File: src/rtl/tmr_pkg.sv
package tmr_pkg;
  localparam int CNT_W = 8;
  localparam int PRE_W = 10;
  localparam int SEL_W = 3;
  localparam int CH_N  = 2;

  typedef enum logic [2:0] {
    ADR_CTL  = 3'd0,
    ADR_CNT  = 3'd1,
    ADR_CMPA = 3'd2,
    ADR_CMPB = 3'd3,
    ADR_FLG  = 3'd4
  } reg_adr_e;

  localparam int CTL_W     = SEL_W + CH_N;
  localparam int TEN_LSB   = SEL_W;
  localparam int FLG_W     = CH_N + 1;
  localparam int FLG_OVF   = CH_N;

  // low-bit mask the divider must fill before a tick, per select code
  function automatic logic [PRE_W-1:0] sel_mask(input logic [SEL_W-1:0] sel);
    case (sel)
      3'd2:    sel_mask = PRE_W'(7);
      3'd3:    sel_mask = PRE_W'(31);
      3'd4:    sel_mask = PRE_W'(63);
      3'd5:    sel_mask = PRE_W'(127);
      3'd6:    sel_mask = PRE_W'(255);
      3'd7:    sel_mask = PRE_W'(1023);
      default: sel_mask = '0;
    endcase
  endfunction
endpackage

File: src/rtl/tmr_prescaler.sv
module tmr_prescaler
  import tmr_pkg::*;
#(
  parameter int W = PRE_W
) (
  input  logic             clk,
  input  logic             rst_n,
  input  logic [SEL_W-1:0] sel,
  output logic             tick
);
  logic [W-1:0] div_q;
  logic [W-1:0] mask;

  always_ff @(posedge clk or negedge rst_n) begin
    if (!rst_n)          div_q <= '0;
    else if (sel == '0)  div_q <= '0;
    else                 div_q <= div_q + 1'b1;
  end

  assign mask = W'(sel_mask(sel));
  assign tick = (sel != '0) && ((div_q & mask) == mask);

  AST_HALT_CLEARS_DIV: assert property (@(posedge clk) disable iff (!rst_n)
    (sel == '0) |=> (div_q == '0)) else $error("divider not held");
  AST_HALT_NO_TICK: assert property (@(posedge clk) disable iff (!rst_n)
    (sel == '0) |-> !tick) else $error("tick while halted");
endmodule

File: src/rtl/tmr_counter.sv
module tmr_counter #(
  parameter int W = 8
) (
  input  logic         clk,
  input  logic         rst_n,
  input  logic         tick,
  input  logic         wr_en,
  input  logic [W-1:0] wr_data,
  output logic [W-1:0] cnt,
  output logic         blocked,
  output logic         ovf_evt
);
  always_ff @(posedge clk or negedge rst_n) begin
    if (!rst_n)     cnt <= '0;
    else if (wr_en) cnt <= wr_data;
    else if (tick)  cnt <= cnt + 1'b1;
  end

  // masks the compare on the first tick after a software load
  always_ff @(posedge clk or negedge rst_n) begin
    if (!rst_n)     blocked <= 1'b0;
    else if (wr_en) blocked <= 1'b1;
    else if (tick)  blocked <= 1'b0;
  end

  assign ovf_evt = tick && !wr_en && (cnt == '1);

  AST_WR_BEATS_TICK: assert property (@(posedge clk) disable iff (!rst_n)
    wr_en |=> (cnt == $past(wr_data))) else $error("write lost");
  AST_TICK_STEP: assert property (@(posedge clk) disable iff (!rst_n)
    (tick && !wr_en) |=> (cnt == $past(cnt) + 1'b1)) else $error("bad step");
  AST_IDLE_HOLD: assert property (@(posedge clk) disable iff (!rst_n)
    (!tick && !wr_en) |=> $stable(cnt)) else $error("count drift");
  AST_BLOCK_ONE_TICK: assert property (@(posedge clk) disable iff (!rst_n)
    (tick && !wr_en) |=> !blocked) else $error("mask outlived tick");
endmodule

File: src/rtl/tmr_compare.sv
module tmr_compare #(
  parameter int W = 8
) (
  input  logic         clk,
  input  logic         rst_n,
  input  logic         tick,
  input  logic         blocked,
  input  logic [W-1:0] cnt,
  input  logic [W-1:0] cmp,
  input  logic         tog_en,
  output logic         hit,
  output logic         wave
);
  assign hit = tick && !blocked && (cnt == cmp);

  always_ff @(posedge clk or negedge rst_n) begin
    if (!rst_n)             wave <= 1'b0;
    else if (hit && tog_en) wave <= ~wave;
  end

  AST_WAVE_FLIP: assert property (@(posedge clk) disable iff (!rst_n)
    (hit && tog_en) |=> (wave != $past(wave))) else $error("no toggle");
  AST_WAVE_HOLD: assert property (@(posedge clk) disable iff (!rst_n)
    !(hit && tog_en) |=> $stable(wave)) else $error("spurious toggle");
endmodule

File: src/rtl/tick_timer.sv
module tick_timer
  import tmr_pkg::*;
(
  input  logic       clk,
  input  logic       rst_n,
  input  logic       reg_wr,
  input  logic [2:0] reg_addr,
  input  logic [7:0] reg_wdata,
  output logic [7:0] reg_rdata,
  output logic       wave_a,
  output logic       wave_b,
  output logic [2:0] flag_o
);
  logic [CTL_W-1:0] ctl_q;
  logic [CNT_W-1:0] cmp_q [CH_N];
  logic [FLG_W-1:0] flg_q;
  logic             tick, blocked, ovf_evt;
  logic [CNT_W-1:0] cnt;
  logic [CH_N-1:0]  hit, wave;
  logic [FLG_W-1:0] set_vec, clr_vec;
  logic             wr_cnt, wr_flg;

  assign wr_cnt = reg_wr && (reg_addr == ADR_CNT);
  assign wr_flg = reg_wr && (reg_addr == ADR_FLG);

  always_ff @(posedge clk or negedge rst_n) begin
    if (!rst_n) begin
      ctl_q <= '0;
      for (int i = 0; i < CH_N; i++) cmp_q[i] <= '0;
    end else if (reg_wr) begin
      case (reg_addr)
        ADR_CTL:  ctl_q    <= reg_wdata[CTL_W-1:0];
        ADR_CMPA: cmp_q[0] <= reg_wdata;
        ADR_CMPB: cmp_q[1] <= reg_wdata;
        default: ;
      endcase
    end
  end

  tmr_prescaler #(.W(PRE_W)) u_div (
    .clk(clk), .rst_n(rst_n), .sel(ctl_q[SEL_W-1:0]), .tick(tick)
  );

  tmr_counter #(.W(CNT_W)) u_cnt (
    .clk(clk), .rst_n(rst_n), .tick(tick), .wr_en(wr_cnt),
    .wr_data(reg_wdata), .cnt(cnt), .blocked(blocked), .ovf_evt(ovf_evt)
  );

  for (genvar c = 0; c < CH_N; c++) begin : g_ch
    tmr_compare #(.W(CNT_W)) u_cmp (
      .clk(clk), .rst_n(rst_n), .tick(tick), .blocked(blocked),
      .cnt(cnt), .cmp(cmp_q[c]), .tog_en(ctl_q[TEN_LSB+c]),
      .hit(hit[c]), .wave(wave[c])
    );
  end

  assign set_vec = {ovf_evt, hit};
  assign clr_vec = wr_flg ? reg_wdata[FLG_W-1:0] : '0;

  always_ff @(posedge clk or negedge rst_n) begin
    if (!rst_n) flg_q <= '0;
    else        flg_q <= (flg_q & ~clr_vec) | set_vec;
  end

  always_comb begin
    case (reg_addr)
      ADR_CTL:  reg_rdata = 8'(ctl_q);
      ADR_CNT:  reg_rdata = cnt;
      ADR_CMPA: reg_rdata = cmp_q[0];
      ADR_CMPB: reg_rdata = cmp_q[1];
      ADR_FLG:  reg_rdata = 8'(flg_q);
      default:  reg_rdata = '0;
    endcase
  end

  assign wave_a = wave[0];
  assign wave_b = wave[1];
  assign flag_o = flg_q;

  AST_MASKED_TICK_NO_HIT: assert property (@(posedge clk) disable iff (!rst_n)
    (tick && blocked) |-> (hit == '0)) else $error("hit after load");
  AST_SET_BEATS_CLEAR: assert property (@(posedge clk) disable iff (!rst_n)
    (set_vec != '0) |=> ((flg_q & $past(set_vec)) == $past(set_vec))) else $error("set lost");
  AST_FLAGS_STICKY: assert property (@(posedge clk) disable iff (!rst_n)
    !wr_flg |=> ((flg_q & $past(flg_q)) == $past(flg_q))) else $error("flag dropped");
  AST_WRAP_FLAGS: assert property (@(posedge clk) disable iff (!rst_n)
    (tick && !wr_cnt && cnt == '1) |=> flg_q[FLG_OVF]) else $error("wrap unflagged");
endmodule

File: config.mk
export PLATFORM = sky130hd
export DESIGN_NAME = tick_timer
export DESIGN_NICKNAME = d
export VERILOG_FILES = /design/src/rtl/tmr_pkg.sv /design/src/rtl/tmr_prescaler.sv /design/src/rtl/tmr_counter.sv /design/src/rtl/tmr_compare.sv /design/src/rtl/tick_timer.sv
export SDC_FILE = /design/constraint.sdc
export NUM_CORES = 1
export LEC_CHECK = 0
export BUFFER_PORTS_ARGS = -buffer_cell sky130_fd_sc_hd__buf_2
export CAP_MARGIN = 20
export CORE_MARGIN = 2
export CORE_UTILIZATION = 24
export DETAILED_ROUTE_END_ITERATION = 12
export MAX_ROUTING_LAYER = met4
export PLACE_DENSITY = 0.4
export REMOVE_ABC_BUFFERS = 1
export SLEW_MARGIN = 10
export SYNTH_ARGS = -nofsm -noshare
export SYNTH_HDL_FRONTEND = slang
export SYNTH_SLANG_ARGS = --single-unit
File: constraint.sdc
create_clock -name clk -period 1.6 [get_ports clk]
set_input_delay 0.16 -clock clk [delete_from_list [all_inputs] [get_ports clk]]
set_output_delay 0.16 -clock clk [all_outputs]
set_load 0.1 [all_outputs]
Word level (Yosys, flattened, before mapping)
Index checks and enable logic that the tools add are counted.
{ "totals": {"reg_bits": 45, "latchBits": 0, "mem_bits_rw": 0, "mem_bits_ro": 0, "input_bits": 14, "n_memories": 0} }
{ "classes": {"add_sub_neg": 2, "mul": 0, "n_div": 0, "order_cmp": 0, "eq_ne": 14, "n_shift": 0, "muxes": 8, "n_bitwise": 6, "n_reduce_logical": 19} }
{ "op_table": {"columns": ["cell", "count"], "rows": [
  ["$pmux 10 s6", 1],
  ["$pmux 8 s5", 1],
  ["$eq 8x8->1", 2],
  ["$mux 8", 2],
  ["$eq 3x3->1 const B", 5],
  ["$eq 3x2->1 const B", 4],
  ["$add 10x1->10 const B", 1],
  ["$and 10x10->10", 1],
  ["$eq 10x10->1", 1],
  ["$logic_and 1x1->1", 10],
  ["$mux 10", 1],
  ["$add 8x1->8 const B", 1],
  ["$eq 8x8->1 const B", 1],
  ["$logic_not 3->1", 2],
  ["$reduce_and 2->1", 3],
  ["$and 3x3->3", 1],
  ["$eq 3x1->1 const B", 1],
  ["$mux 3", 1],
  ["$not 3->3", 1],
  ["$or 3x3->3", 1],
  ["$reduce_bool 3->1", 1],
  ["$logic_not 1->1", 2],
  ["$mux 1", 2],
  ["$not 1->1", 2],
  ["$reduce_bool 2->1", 1]
]} }

Longest topological paths before layout
{ "logic_depth": {"ltp_word": 8, "mapped_depth": 7, "mapped_depth_nobuf": 6} }

By module
From an unflattened synthesis, not the netlist that was laid out.
{ "hier_totals": {"cells_unflattened": 237, "area_unflattened_um2": 2586.2} }
{ "by_module_without_submodules": {"columns": ["mod", "n_inst", "cells_per_inst", "area_per_inst_um2", "seq_area_each_um2"], "rows": [
  ["tick_timer", 1, 95, 1260.0, 600.6],
  ["tmr_prescaler", 1, 54, 530.5, 250.2],
  ["tmr_counter", 1, 54, 505.5, 225.2],
  ["tmr_compare", 2, 17, 145.1, 25.0]
]} }

Worst setup path after synthesis
No wires, ideal clock.
{ "synth_timing": {"path_type": "input -> output", "from": "in reg_addr[0]", "to": "out reg_rdata[2]", "arrival_time_ns": 2.876, "t_required_ns": 1.440, "slack_ns": -1.436, "cell_stages": 4, "n_path_buf": 1, "path_cell_list": "buf_1 -> mux4_2 -> inv_1 -> o21ai_0"} }
{ "synth_via": {"elab_chain_cells": 2, "elab_cells_between_ends": 6} }
{ "synth_rtl": {"columns": ["item", "line_no", "text"], "rows": [
  ["start, declared", "tick_timer.sv:7", "input logic [2:0] reg_addr,"],
  ["$eq 3x3->1, or another cell as far along", "tick_timer.sv:66", "case (reg_addr)"],
  ["$pmux 8 s5 (*)", "tick_timer.sv:66", null],
  ["end, declared", "tick_timer.sv:9", "output logic [7:0] reg_rdata,"]
]} }
Mark *: on every way between the ends. The rest lies on a longest branch, timed or not.

Worst setup path after layout
{ "layout_timing": {"from": "reg ctl_q[1]", "to": "reg u_cnt.cnt[5]"} }
{ "layout_via": {"elab_chain_cells": 6, "elab_cells_between_ends": 12} }
{ "layout_rtl": {"columns": ["item", "line_no", "text"], "rows": [
  ["start, declared", "tick_timer.sv:14", "logic [CTL_W-1:0] ctl_q;"],
  ["start signal, assigned", "tick_timer.sv:32", "ADR_CTL: ctl_q <= reg_wdata[CTL_W-1:0];"],
  ["$eq 3x3->1 or $eq 3x2->1 (tied branches)", "tmr_pkg.sv:22", "case (sel)"],
  ["$pmux 10 s6", "tmr_pkg.sv:22", null],
  ["$and 10x10->10", "tmr_prescaler.sv:21", "assign tick = (sel != '0) && ((div_q & mask) == mask);"],
  ["$eq 10x10->1", "tmr_prescaler.sv:21", null],
  ["$logic_and 1x1->1 (*)", "tmr_prescaler.sv:21", null],
  ["$reduce_bool 2->1 (no source line) (*)", null, null],
  ["end signal, assigned", "tmr_counter.sv:15", "else if (wr_en) cnt <= wr_data;"],
  ["end signal, assigned", "tmr_counter.sv:16", "else if (tick) cnt <= cnt + 1'b1;"],
  ["end, declared", "tmr_counter.sv:9", "output logic [W-1:0] cnt,"]
]} }
Marks and branches as above.
A chain may end at the register's enable or synchronous reset.

==> impl_metrics.toml <==
[final_layout]
final_cell_mix = "66 x buf_4, 44 x dfrtp_1, 23 x xor2_1, 22 x mux2_2, 18 x buf_2"
layout_commonest_cell = "buf_4"
fillers = 1023
nNetsFinal = 352
finalInstanceArea_um2 = 3850
multi_input_area_um2 = 1510
final-seq-area_um2 = 1130
n_antenna_cell = 0
area_growth_pct = 54.1
drive_gt1_share_pct = 52.8

[clocking]
cts_inserted_buffers = 5
cts-root-buf = "clkbuf_8"
cts_max_level = 2
cts.sinks = 45
clk_pin_slew_ps = 100
clkLatencyLatePin_ps = 310
cts_tree = "yes"
max-clock-path-buffers = 2

[status]
outcome = "finished with violations"
violations = "setup timing"

[detailed_routing]
vias = 2114
ant_nets = 0
firstDrtPassIters = 4
dr.first_iter.drc_count = 70
drc = 0
wl_um = 7390
viasPerCell = 4.47
wl_per_cell_um = 15.6

[setup_path]
crit_fanout = 6
endpoint_kind = "flip-flop"
cp-start-kind = "flip-flop"
r2r_cells = 7
crit_required_ps = 1850
path_class = "flip-flop to flip-flop"
cp.arrival_ps = 2160

[place]
place_area_um2 = 3330
portBuffers = 26
dpl.hpwl_um = 5570
routabilityCongestion = 0.822

[power]
vdd_drop_max_uv = 622
power_uw = 5360
powerDensity_nw_per_um2 = 1390
p_leak_uw = 0.00174

[floorplan]
num_io_pins = 27
die-area_um2 = 11200
core_um2 = 10200
die_y_um = 106
initial_utilization_pct = 24.4
die_x_um = 106
row_count = 37

[logic_synthesis]
syn_area_per_cell_um2 = 10.7
ys_ff_latch = 45
async_reset_ff_share_pct = 100
ys_seq_area_share_pct = 45.0
ys.flop_type = "dfrtp_1"
netlist_area_um2 = 2500
synth-edff-count = 0
yosys.cell_types.count = 40
ys_warn_count = 0
synthCells = 233

[timing]
fin_crit_sh_pct = 119
fin_ws_ps = -312
layout_min_cycle_time_ps = 1910
worst-slew-pin-transition_ps = 545
setup_viol = 19
drv_slew = 0
tns_ps = -3040
rsz0062_at_grt = "true"
relSlewSlack_pct = 63.7
timing.fmax_mhz = 523
skew_ps = 18.8
whs_ps = 101
hold_viol = 0

[worst_hold_path]
hold_class = "input pin to flip-flop"
whs_path_depth = 3

[global_routing]
antenna_found_initial = 0
grt_pass1_wl_um = 12400
grt_pass1_vias = 2361
grt_max_degree = 23
track_usage_pct = 14.5
overflow = 0

[run]
maxCapViolCount = 0
[metal layers]
layer / wire, um / track usage [%] / vias to the layer above
li1: - / - / 1039
met1: 3330 / 18.0 / 1036
met2: 3760 / 24.7 / 33
met3: 214 / 2.27 / 6
met4: 82 / 3.48 / 0
met5: 0 / - / -
[critical path: stages (launching register included)]
cell,delay [ps]
dfrtp_1,420
buf_6,140
a21boi_2,160
o31ai_4,260
nand3_2,100
buf_6,150
or4_1,520
nand3_1,100
[cell type report]
class	count	area share, %
timing repair buffer	108	24.3
tap	136	4.42
clock buffer	5	1.79
inverter	4	0.390
clock inverter	3	0.552
multi-input combinational	172	39.3
sequential	45	29.3
[sequential cells by signal, summed over array words and instances (netlist names)]
name	flops
g_ch.u_cmp.wave	2
ctl_q	5
flag_o	3
u_cnt.blocked	1
u_div.div_q	10
u_cnt.cnt	8
cmp_q	16
[path summary, 6_finish.rpt]
check | slack (ps) | from | endpoint
setup / recovery | -310 | ctl_q[1]$_DFFE_PN0P_ | u_cnt.cnt[5]$_DFFE_PN0P_
hold / removal | 100 | reg_wdata[3] | ctl_q[3]$_DFFE_PN0P_
setup reg to reg | -310 | ctl_q[1]$_DFFE_PN0P_ | u_cnt.cnt[5]$_DFFE_PN0P_
hold reg to reg | 480 | g_ch[1].u_cmp.wave$_DFFE_PN0P_ | g_ch[1].u_cmp.wave$_DFFE_PN0P_
max in group asynchronous | 610 | rst_n | u_cnt.cnt[2]$_DFFE_PN0P_
min in group asynchronous | 370 | rst_n | cmp_q[7]$_DFFE_PN0P_
[cell families (layout without fill, tap and decap cells)]
| family | after synthesis | count (layout) | synth area share, % |
|---|---|---|---|
| simple gates | 85 | 85 | 18.8 |
| flops | 45 | 45 | 45.0 |
| mux | 30 | 30 | 15.2 |
| compound gates | 28 | 28 | 7.86 |
| xor+xnor | 27 | 27 | 9.46 |
| buf+inv | 16 | 120 | 2.70 |
| fa+ha+maj | 2 | 2 | 1.00 |
[power by group]
| part | total (uW) | internal [uW] | switching (uW) |
|---|---|---|---|
| logic | 2890 | 1410 | 1480 |
| clock network | 759 | 311 | 447 |
| registers | 1710 | 1430 | 281 |
| total | 5360 | 3150 | 2210 |
[synthesized netlist by cell type, types with 4 or more instances]
cell type / number / share of area [%]
clkbuf_1: 7 / 1.1
dfrtp_1: 45 / 45
inv_1: 4 / 0.60
mux2_2: 23 / 10
mux4_2: 4 / 3.6
nand2_1: 20 / 3.0
nand3_1: 16 / 3.2
nand4_1: 5 / 1.3
nor2_1: 16 / 2.4
nor2b_1: 5 / 1.3
nor4_1: 4 / 1.0
o211ai_1: 6 / 1.8
o21ai_0: 8 / 1.6
or4_1: 5 / 1.5
xor2_1: 25 / 8.8
[timing repair]
item,CTS,global route
pin swaps,24,8
hold buffers,1,0
gates resized for setup,56,18
hold endpoints to repair,20,0
setup endpoints to repair,19,22
buffers inserted,13,5
[per-stage QoR]
| stage | utilization, % | cells | setup WS (ps) |
|---|---|---|---|
| floorplan | - | 221 | -1420 |
| global placement | 32.6 | 447 | -157 |
| detailed placement | 32.6 | 447 | -193 |
| CTS | 36.7 | 469 | -264 |
| global route | 37.7 | 473 | -371 |
| finish | 37.7 | 473 | -312 |
(Power assumes the default switching activity.)
